[config.mk]
export PLATFORM = sky130hd
export DESIGN_NAME = bank_xlate
export DESIGN_NICKNAME = d
export VERILOG_FILES = /design/src/rtl/bank_xlate.sv
export SDC_FILE = /design/constraint.sdc
export NUM_CORES = 1
export LEC_CHECK = 0
export ABC_CLOCK_PERIOD_IN_PS = 800
export BUFFER_PORTS_ARGS = -buffer_cell sky130_fd_sc_hd__buf_2
export CORE_ASPECT_RATIO = 0.8
export CORE_MARGIN = 1.5
export CORE_UTILIZATION = 25
export CTS_BUF_LIST = sky130_fd_sc_hd__clkbuf_4 sky130_fd_sc_hd__clkbuf_8
export DETAILED_ROUTE_END_ITERATION = 6
export GPL_ROUTABILITY_DRIVEN = 1
export GPL_TIMING_DRIVEN = 0
export PLACE_DENSITY_LB_ADDON = 0.1
export SLEW_MARGIN = 10
export SYNTH_ARGS = -nofsm -noshare
export SYNTH_HDL_FRONTEND = slang
export SYNTH_SLANG_ARGS = --single-unit
[constraint.sdc]
create_clock -name clk -period 0.8 [get_ports clk]
set_input_delay 0.04 -clock clk [delete_from_list [all_inputs] [get_ports clk]]
set_output_delay 0.04 -clock clk [all_outputs]
set_load 0.01 [all_outputs]
[src/rtl/bank_xlate.sv]
module bank_xlate #(
  parameter int PRG_BANKS16 = 32,
  parameter int CHR_BANKS4  = 32,
  parameter int RAM_BANKS   = 4,
  parameter bit REG_OUT     = 1'b1,
  localparam int PRG_AW = 14 + $clog2(PRG_BANKS16),
  localparam int CHR_AW = 12 + $clog2(CHR_BANKS4),
  localparam int RAM_BW = (RAM_BANKS > 2) ? $clog2(RAM_BANKS) : 1
) (
  input  logic              clk,
  input  logic              rst_n,
  input  logic [4:0]        mode_reg,
  input  logic [4:0]        chr_reg_a,
  input  logic [4:0]        chr_reg_b,
  input  logic [4:0]        prg_reg,
  input  logic              chr_b_last,
  input  logic [15:0]       cpu_addr,
  input  logic [12:0]       ppu_addr,
  input  logic [1:0]        nt_quad,
  output logic [PRG_AW-1:0] prg_addr,
  output logic [CHR_AW-1:0] chr_addr,
  output logic              nt_page,
  output logic              wram_en,
  output logic [RAM_BW-1:0] wram_bank
);
  localparam bit       HI_EN    = PRG_BANKS16 > 16;
  localparam int       RAM_TOP  = (RAM_BANKS > 0) ? RAM_BANKS - 1 : 0;
  localparam logic [4:0] RAM_MASK = (HI_EN ? 5'h08 : 5'h18) & 5'(RAM_TOP << 3);

  logic [4:0]  last_chr;
  logic        hb;
  logic [3:0]  bank16;
  logic [18:0] prg_full;
  logic [16:0] chr_full;
  logic        page_c;
  logic [1:0]  ram_full;

  assign last_chr = chr_b_last ? chr_reg_b : chr_reg_a;
  assign hb       = HI_EN & last_chr[4];
  assign ram_full = 2'((last_chr & RAM_MASK) >> 3);

  always_comb begin
    if (cpu_addr[14]) bank16 = mode_reg[2] ? 4'hF : prg_reg[3:0];
    else              bank16 = mode_reg[2] ? prg_reg[3:0] : 4'h0;
  end

  assign prg_full = mode_reg[3] ? {hb, bank16, cpu_addr[13:0]}
                                : {hb, prg_reg[3:1], cpu_addr[14:0]};

  assign chr_full = mode_reg[4] ? {(ppu_addr[12] ? chr_reg_b : chr_reg_a), ppu_addr[11:0]}
                                : {chr_reg_a[4:1], ppu_addr[12:0]};

  always_comb begin
    unique case (mode_reg[1:0])
      2'd0: page_c = 1'b0;
      2'd1: page_c = 1'b1;
      2'd2: page_c = nt_quad[0];
      default: page_c = nt_quad[1];
    endcase
  end

  generate
    if (REG_OUT) begin : g_reg
      always_ff @(posedge clk or negedge rst_n) begin
        if (!rst_n) begin
          prg_addr  <= '0;
          chr_addr  <= '0;
          nt_page   <= 1'b0;
          wram_en   <= 1'b0;
          wram_bank <= '0;
        end else begin
          prg_addr  <= prg_full[PRG_AW-1:0];
          chr_addr  <= chr_full[CHR_AW-1:0];
          nt_page   <= page_c;
          wram_en   <= ~prg_reg[4];
          wram_bank <= ram_full[RAM_BW-1:0];
        end
      end
    end else begin : g_comb
      assign prg_addr  = prg_full[PRG_AW-1:0];
      assign chr_addr  = chr_full[CHR_AW-1:0];
      assign nt_page   = page_c;
      assign wram_en   = ~prg_reg[4];
      assign wram_bank = ram_full[RAM_BW-1:0];
    end
  endgenerate
endmodule

==> results of run 1 <==
==> stage by stage <==
stage	utilization [%]	total power, mW	cells	cell area [um^2]	setup WS [ps]
after detailed placement	37.5	2.61	220	1720	28.1
after CTS	49.3	4.40	270	2250	-48.8
final	49.8	4.33	270	2270	-39.0
after global placement	37.5	2.60	220	1720	61.8
after floorplan	-	2.30	69	1180	229
after global routing	49.8	4.58	270	2270	-91.4
==> flip-flops by register name, indices dropped and copies added, names as in the netlist <==
signal	count
prg_addr	19
chr_addr	17
nt_page	1
wram_bank	1
wram_en	1
==> per-layer routing <==
layer / share of wire, % / up-vias / wire length, um / global-route usage (%)
li1: - / 501 / - / -
met1: 36 / 489 / 1050 / 11.4
met2: 54 / 51 / 1560 / 20.8
met3: 8.9 / 2 / 259 / 5.63
met4: 1.2 / 0 / 34 / 6.03
met5: 0 / - / 0 / 0
==> cells in the final DEF, fill, tap and decap left out, drive strengths merged <==
cell type     n
inv           7
mux2          6
a31oi         2
o22ai         3
conb          1
a21oi         6
dlygate4sd3  42
buf          92
nor2b         1
dfrtp        39
nand2b        1
bufinv        1
clkbuf        5
clkinv        2
nand2         1
o2bb2ai       1
==> cells by family after synthesis <==
family,after synthesis
AND/OR/NAND/NOR,3
AO/OA/AOI/OAI,12
multiplexers,6
buffers and inverters,8
other,1
flip-flops,39
==> worst max path at each step <==
stage | slack (ps) | endpoint | start | cells after the start
after floorplan | 230 | chr_addr[13]$_DFF_PN0_ | mode_reg[4] | 2
after global placement | 60 | prg_addr[15]$_DFF_PN0_ | rst_n | 1
after detailed placement | 30 | wram_bank[0]$_DFF_PN0_ | rst_n | 1
after CTS | -50 | wram_bank[0] | wram_bank[0]$_DFF_PN0_ | 1
after global routing | -90 | prg_addr[8] | prg_addr[8]$_DFF_PN0_ | 1
final | -40 | prg_addr[8] | prg_addr[8]$_DFF_PN0_ | 1
==> cell type report <==
class	instances	area [um^2]
Tap cell	60	75.1
Inverter	7	26.3
Clock buffer	5	68.8
Multi-Input combinational cell	22	175
Buffer	1	7.51
Timing Repair Buffer	133	901
Sequential cell	39	976
Fill cell	424	2300
Clock inverter	3	43.8
==> power breakdown <==
group | total, mW | switching [mW] | internal, mW
sequential | 2.11 | 0.0275 | 2.09
combinational | 0.622 | 0.252 | 0.370
clock | 1.59 | 0.664 | 0.928
==> repair_timing <==
action	in CTS	in global routing
resized for setup	1	3
endpoints found under the hold margin	75	39
endpoints found under the setup margin	39	39
pin swaps	0	0
==> run metrics, run 1 <==
status=finished, violations left; failing checks=negative hold slack, negative setup slack; Critical Setup Path Class=reg2out; sequential area share after synthesis=roughly 82%; Worst path max stage delay=390 ps; area leader, netlist=dfrtp_1; Post-CTS Hold Buffers=between 40 and 50; Post-Synthesis Net Count=around 120; # DRC=0; kind of end point of the critical path=output port; Clock Sinks=39; Mapped Cells=between 60 and 70; Critical Path RT=about 760 ps; row cnt=22; Max Fanout on Critical Path=1; Synth area leaders=dfrtp_1, mux2_4, a21oi_1; port bufs=91; die span in y=between 60 and 70 um; first drt pass iteration count=4; CTS tree=done; layout cell share with drive strength beyond 1=about half; net count reported at finish=between 200 and 300; largest family of logic cells by synthesized area=multiplexers; simple-gate share of the synthesized area=~1.6%; Routed WL per cell=10.7 um; Yosys cell types=13; LEAKAGE=1.17 nW; Synth top area share=between 80% and 90%; number of global-route vias before repair=about 1.1k; H-tree levels=2; DRT iter0 DRCs=21; total global-route track usage=11.8%; number of placed I/O pins=94; clock tree buffer depth=2; Power Density=1900 nW/um^2; Via Count=approximately 1.0k; first-pass GRT wire length=between 4 and 5 mm; post-route clock period utilization=105%; endpoints failing setup=39; top_reg_cell synth=dfrtp_1; critical path arrival=~800 ps; Antenna Nets Post-Route=0; die area=around 5200 um^2; Post-Synth XOR/XNOR Area=0%; Synth Area in Compound Gates=5.91%; worst hold slack=-152 ps; number of synthesized flops with an enable pin=0; HPWL after DPL=between 1.5 and 2 mm; most frequent cell after synthesis=dfrtp_1; total CTS buffers=5; post-synthesis mux area share=6.97%; Post-Syn Area=~1200 um^2; Worst Path Buf+Inv=1; delay-heaviest family, CP=flip-flops; Synth top cells by count=dfrtp_1, inv_1, a21oi_1; Slew @ Worst Pin=between 800 and 900 ps; crit path cell chain=buf_6; Max Clk Rate=1190 MHz; adder-cell share of the synthesized area=0%; starting density of the core=between 20% and 30%; root buffer cell=clkbuf_8; Worst-path clk slew=~80 ps; final hold vios=39; Worst path slowest cell=dfrtp_1; Min-Delay Path Class=in2async; max_cap viols=0; largest net degree at the start of global routing=40; Core ar.=~4600 um^2; Max IR drop VDD=about 0.9 mV; Yosys warnings=0; RSZ-0062 raised after global routing=true; Slew headroom=45.0%; global placer's final weighted congestion=about 0.6; post-layout worst setup margin=-39.0 ps; Routed WL=about 2.9 mm; Die X=80.0 um; initial antenna violation count=0; max-slew violation count=0; TNS Setup=-605 ps; Worst setup SP type=register; GRT overflow=0; DR vias/cell=approximately 3.9; register bit count reported by yosys=39; Mean Syn Cell Area=about 17 um^2; Area Overhead vs Synth=91.9%; Post-synth ARST share=100%; # Post-CTS Setup Buffers=0; crit path time final=839 ps; Antenna diodes=0
No activity file was read; power rests on OpenSTA's default activity.
==> run 2: changes to the inputs <==
--- a/config.mk
+++ b/config.mk
@@ -9,12 +9,13 @@
 export BUFFER_PORTS_ARGS = -buffer_cell sky130_fd_sc_hd__buf_2
 export CORE_ASPECT_RATIO = 0.8
 export CORE_MARGIN = 1.5
-export CORE_UTILIZATION = 25
+export CORE_UTILIZATION = 40
 export CTS_BUF_LIST = sky130_fd_sc_hd__clkbuf_4 sky130_fd_sc_hd__clkbuf_8
 export DETAILED_ROUTE_END_ITERATION = 6
 export GPL_ROUTABILITY_DRIVEN = 1
 export GPL_TIMING_DRIVEN = 0
 export PLACE_DENSITY_LB_ADDON = 0.1
+export SETUP_SLACK_MARGIN = 0.2
 export SLEW_MARGIN = 10
 export SYNTH_ARGS = -nofsm -noshare
 export SYNTH_HDL_FRONTEND = slang
==> run 2 against run 1 <==
Compared with the run above:
- the run still ends with negative hold slack, negative setup slack left
- final cell count decreased by 14%
- die area decreased by 36%
- count of clock-buffer cells in the layout increased by 3
- flip-flop and latch count unchanged
- sequential share of layout area increased by 3.7 points
- combinational power decreased by 8.2%
- design area decreased by 7.9%
- via count decreased by 4.8%
- critical path type unchanged
- largest power group unchanged
==> run metrics, run 2 (synthesis results as in run 1) <==
status=finished, violations left; failing checks=negative hold slack, negative setup slack; Slew headroom=45.7% (+0.72 points); Top reg by flops=prg_addr; Post-CTS Hold Buffers=27 (-36%); Worst-path clk slew=70 ps (about the same); DR vias/cell=4.26 (+10%); layout cell share with drive strength beyond 1=54.9% (+3.9 points); post-layout worst setup margin=-35.9 ps (+3.17 ps); Worst path slowest cell=dfrtp_1; Routed WL=2.86 mm (-1.3%); final hold vios=44 (+13%); DRT iter0 DRCs=31 (+48%); port bufs=91 (unchanged); Area Overhead vs Synth=76.7%; # DRC=0 (unchanged); multi-input logic area=175 um^2 (unchanged); # Post-CTS Setup Buffers=0 (unchanged); Min-Delay Path Class=in2async; RSZ-0062 raised after global routing=true; H-tree levels=2 (unchanged); Slew @ Worst Pin=814 ps (-10.8 ps); Worst setup SP type=register; post-route clock period utilization=104% (-0.40 points); Die X=63.9 um (-20%); first drt pass iteration count=4 (unchanged); worst hold slack=-154 ps (-1.61 ps); Reg area=976 um^2 (unchanged); Antenna diodes=0 (unchanged); first-pass GRT wire length=4.13 mm (-7.6%); Max Fanout on Critical Path=1 (unchanged); row cnt=17 (-23%); crit path time final=836 ps (-3.17 ps); Critical Path Start=prg_addr[7]$_DFF_PN0_; Layout Cells excl Fill=233 (-14%); max-slew violation count=0 (unchanged); number of global-route vias before repair=1028 (-6.5%); HPWL after DPL=1.89 mm (+2.0%); net count reported at finish=248 (-5.7%); Routed WL per cell=12.3 um (+14%); max_cap viols=0 (unchanged); die area=3300 um^2 (-36%); Critical Setup Path Class=reg2out; crit path cell chain=buf_6; LEAKAGE=1.10 nW (-5.5%); Core ar.=2790 um^2 (-39%); max reg flops=19 (unchanged); Critical Path RT=760 ps (about the same); delay-heaviest family, CP=flip-flops; DP Cell Count=198 (-10%); Max Clk Rate=1200 MHz (+0.38%); Via Count=993 (-4.8%); number of placed I/O pins=94 (unchanged); total global-route track usage=17.5% (+5.7 points); root buffer cell=clkbuf_8; endpoints failing setup=38 (-2.6%); biggest regs=prg_addr (19), chr_addr (17); die span in y=51.7 um (-20%); starting density of the core=42.5% (+17 points); total CTS buffers=5 (unchanged); clock tree buffer depth=2 (unchanged); CTS tree=done; critical path arrival=800 ps (about the same); Antenna Nets Post-Route=0 (unchanged); total power=4.11 mW (-4.9%); Max IR drop VDD=1.40 mV (+57%); Worst path max stage delay=390 ps (about the same); global placer's final weighted congestion=0.693 (+13%); kind of end point of the critical path=output port; commonest cells after routing, fill and taps aside=buf_2, dfrtp_1, dlygate4sd3_1; GRT overflow=0 (unchanged); fill count=181 (-57%); most common cell after layout, fill and taps aside=buf_2; Power Density=1970 nW/um^2 (+3.3%); Clock Sinks=39 (unchanged); largest net degree at the start of global routing=40 (unchanged); Worst Path Buf+Inv=1 (unchanged); initial antenna violation count=0 (unchanged)
run 2: per-stage QoR:
step / setup TNS, ps / cell area, um^2 / utilization, % / worst slack [ps]
6_report: -570 / 2090 / 75.1 / -35.9
5_1_grt: -1840 / 2090 / 75.1 / -67.4
4_1_cts: -1060 / 2060 / 74.0 / -46.4
3_5_place_dp: 0 / 1690 / 60.6 / 50.5
3_3_place_gp: 0 / 1690 / 60.6 / 78.5
2_1_floorplan: 0 / 1180 / - / 229
run 2: how the worst max path moves through the flow:
stage / end / slack, ps / depth (start not counted)
2_1_floorplan: chr_addr[13]$_DFF_PN0_ / 230 / 2
3_3_place_gp: chr_addr[16]$_DFF_PN0_ / 80 / 3
3_5_place_dp: chr_addr[16]$_DFF_PN0_ / 50 / 3
4_1_cts: prg_addr[12] / -50 / 1
5_1_grt: prg_addr[7] / -70 / 1
6_report: prg_addr[7] / -40 / 1
run 2: report_power, final:
group          internal, mW  switching, mW  total, mW  leakage, nW
sequential             2.09         0.0319       2.12        0.452
combinational         0.324          0.247      0.571        0.595
clock                 0.819          0.604       1.42       0.0549
run 2: cell type report:
class | count | area share [%]
plain buffers | 1 | 0.359
clock buffers | 8 | 4.96
inverters | 7 | 1.26
multi-input cells | 22 | 8.37
flip-flops and latches | 39 | 46.6
well taps | 38 | 2.27
repair buffers | 118 | 36.2
run 2: what timing repair did:
item                                    4_1_cts  5_1_grt
pin swaps                                     0        0
endpoints found under the setup margin       39       39
resized for setup                             0        5
hold endpoints to repair                     72       44
run 2: routing by layer:
metal	GRT usage (%)	wire (um)	part of all wire (%)
met4	9.42	23	0.80
met1	16.6	1040	36
met5	0	0	0
met3	7.79	307	11
met2	31.9	1490	52
==> run 3: changes to the inputs <==
--- a/config.mk
+++ b/config.mk
@@ -7,9 +7,11 @@
 export LEC_CHECK = 0
 export ABC_CLOCK_PERIOD_IN_PS = 800
 export BUFFER_PORTS_ARGS = -buffer_cell sky130_fd_sc_hd__buf_2
+export CELL_PAD_IN_SITES_DETAIL_PLACEMENT = 0
+export CELL_PAD_IN_SITES_GLOBAL_PLACEMENT = 2
 export CORE_ASPECT_RATIO = 0.8
 export CORE_MARGIN = 1.5
-export CORE_UTILIZATION = 40
+export CORE_UTILIZATION = 25
 export CTS_BUF_LIST = sky130_fd_sc_hd__clkbuf_4 sky130_fd_sc_hd__clkbuf_8
 export DETAILED_ROUTE_END_ITERATION = 6
 export GPL_ROUTABILITY_DRIVEN = 1
==> run 3 against run 2 <==
Compared with the run above:
- the flow still finishes with violations (negative hold slack, negative setup slack)
- die area up 56%
- clock power down 12%
- global-route usage down 6.8 points
- first-iteration DRC count up 16%
- power down 4.0%
- critical path depth unchanged
- worst setup slack better by 7.8 ps
- design area up 1.2%
==> run metrics, run 3 (synthesis results as in run 1) <==
status=finished, violations left; failing checks=negative hold slack, negative setup slack; kind of end point of the critical path=output port; fill count=448 (+150%); Worst path slowest cell=dfrtp_1; crit path cell chain=buf_2; max reg flops=19 (unchanged); max-slew violation count=0 (unchanged); worst hold slack=-144 ps (+9.38 ps); critical path arrival=790 ps (about the same); crit path time final=828 ps (-7.77 ps); largest net degree at the start of global routing=40 (unchanged); Antenna Nets Post-Route=0 (unchanged); Design Area, Final=2120 um^2 (+1.2%); first-pass GRT wire length=4.11 mm (-0.68%); Min-Delay Path Class=in2async; die area=5160 um^2 (+56%); LEAKAGE=1.10 nW (-0.52%); Antenna diodes=0 (unchanged); Max IR drop VDD=0.682 mV (-51%); biggest regs=prg_addr (19), chr_addr (17); max_cap viols=0 (unchanged); delay-heaviest family, CP=flip-flops; commonest cells after routing, fill and taps aside=buf_2, dfrtp_1, dlygate4sd3_1; Critical Setup Path Class=reg2out; Via Count=983 (-1.0%); Die X=80.0 um (+25%); Worst path max stage delay=370 ps (-20 ps); H-tree levels=2 (unchanged); total CTS buffers=5 (unchanged); Slew headroom=45.4% (-0.31 points); GRT overflow=0 (unchanged); multi-input logic area=175 um^2 (unchanged); DR vias/cell=3.85 (-9.5%); die span in y=64.6 um (+25%); Top reg by flops=prg_addr; Worst-path clk slew=70 ps (about the same); Reg area=976 um^2 (unchanged); CTS tree=done; root buffer cell=clkbuf_8; row cnt=22 (+5); Layout Cells excl Fill=255 (+9.4%); initial antenna violation count=0 (unchanged); endpoints failing setup=36 (-5.3%); post-route clock period utilization=104% (-0.97 points); Max Clk Rate=1210 MHz (+0.94%); clock tree buffer depth=2 (unchanged); final hold vios=43 (-2.3%); Critical Path RT=760 ps (about the same); starting density of the core=25.9% (-17 points); Worst Path Buf+Inv=1 (unchanged); total global-route track usage=10.7% (-6.8 points); Cell Area, Placed=1720 um^2 (+1.6%); # Post-CTS Setup Buffers=0 (unchanged); most common cell after layout, fill and taps aside=buf_2; Core ar.=4570 um^2 (+64%); Worst setup SP type=register; number of global-route vias before repair=984 (-4.3%); Max Fanout on Critical Path=1 (unchanged); number of placed I/O pins=94 (unchanged); layout cell share with drive strength beyond 1=54.9% (unchanged); DRT iter0 DRCs=36 (+16%); Area Overhead vs Synth=78.8%; post-layout worst setup margin=-28.1 ps (+7.77 ps); Post-CTS Hold Buffers=27 (unchanged); DP Cell Count=220 (+11%); Power Density=1860 nW/um^2 (-5.2%); net count reported at finish=248 (unchanged); RSZ-0062 raised after global routing=true; Routed WL per cell=10.6 um (-14%); Slew @ Worst Pin=819 ps (+4.66 ps); Clock Sinks=39 (unchanged); # DRC=0 (unchanged); first drt pass iteration count=3 (-1); global placer's final weighted congestion=0.657 (-5.2%); Routed WL=2.71 mm (-5.4%); port bufs=91 (unchanged)
-- run 3: cell types whose count changed in the layout (fill, tap and decap cells not counted), sizes merged --
cell	before	now
clkinv	0	1
clkbuf	8	6
clkinvlp	0	1
-- run 3: what timing repair did --
action / in CTS / in global routing
endpoints found under the hold margin: 74 / 46
gates cloned: 0 / 0
setup endpoints to repair: 39 / 39
resized for setup: 3 / 4
-- run 3: area by class of cell --
type	count	area share [%]
Buffer	1	0.354
Clock buffer	6	3.60
Clock inverter	2	0.591
Inverter	7	1.24
Multi-Input combinational cell	22	8.27
Sequential cell	39	46.1
Tap cell	60	3.54
Timing Repair Buffer	118	36.3
-- run 3: final timing paths --
path | endpoint | cells after the start | start | slack (ps)
max in group asynchronous | prg_addr[16]$_DFF_PN0_ | 1 | rst_n | 430
worst min-delay path | prg_addr[12]$_DFF_PN0_ | 1 | rst_n | -140
min in group clk | nt_page$_DFF_PN0_ | 2 | mode_reg[1] | -30
worst max-delay path | chr_addr[4] | 1 | chr_addr[4]$_DFF_PN0_ | -30
-- run 3: stage by stage --
stage / TNS [ps] / util (%) / total power, mW / setup slack (ps) / hold slack [ps]
2_1_floorplan: 0 / - / 2.30 / 229 / -256
3_3_place_gp: 0 / 37.5 / 2.60 / 47.7 / 148
3_5_place_dp: 0 / 37.5 / 2.61 / 31.3 / 149
4_1_cts: -1160 / 45.8 / 4.05 / -42.8 / -118
5_1_grt: -1960 / 46.4 / 4.20 / -72.8 / -78.2
6_report: -300 / 46.4 / 3.95 / -28.1 / -144
-- run 3: layer usage --
layer	vias to the layer above	track usage (%)	part of all wire, %
li1	471	-	-
met1	453	10.6	39
met2	54	19.4	50
met3	5	3.94	9.7
met4	0	5.82	1.5
met5	-	0	0
-- run 3: where the power goes --
part	total [mW]	internal (mW)	switching [mW]
Sequential	2.12	2.09	0.0313
Combinational	0.576	0.336	0.241
Clock	1.25	0.642	0.611
Total	3.95	3.06	0.883
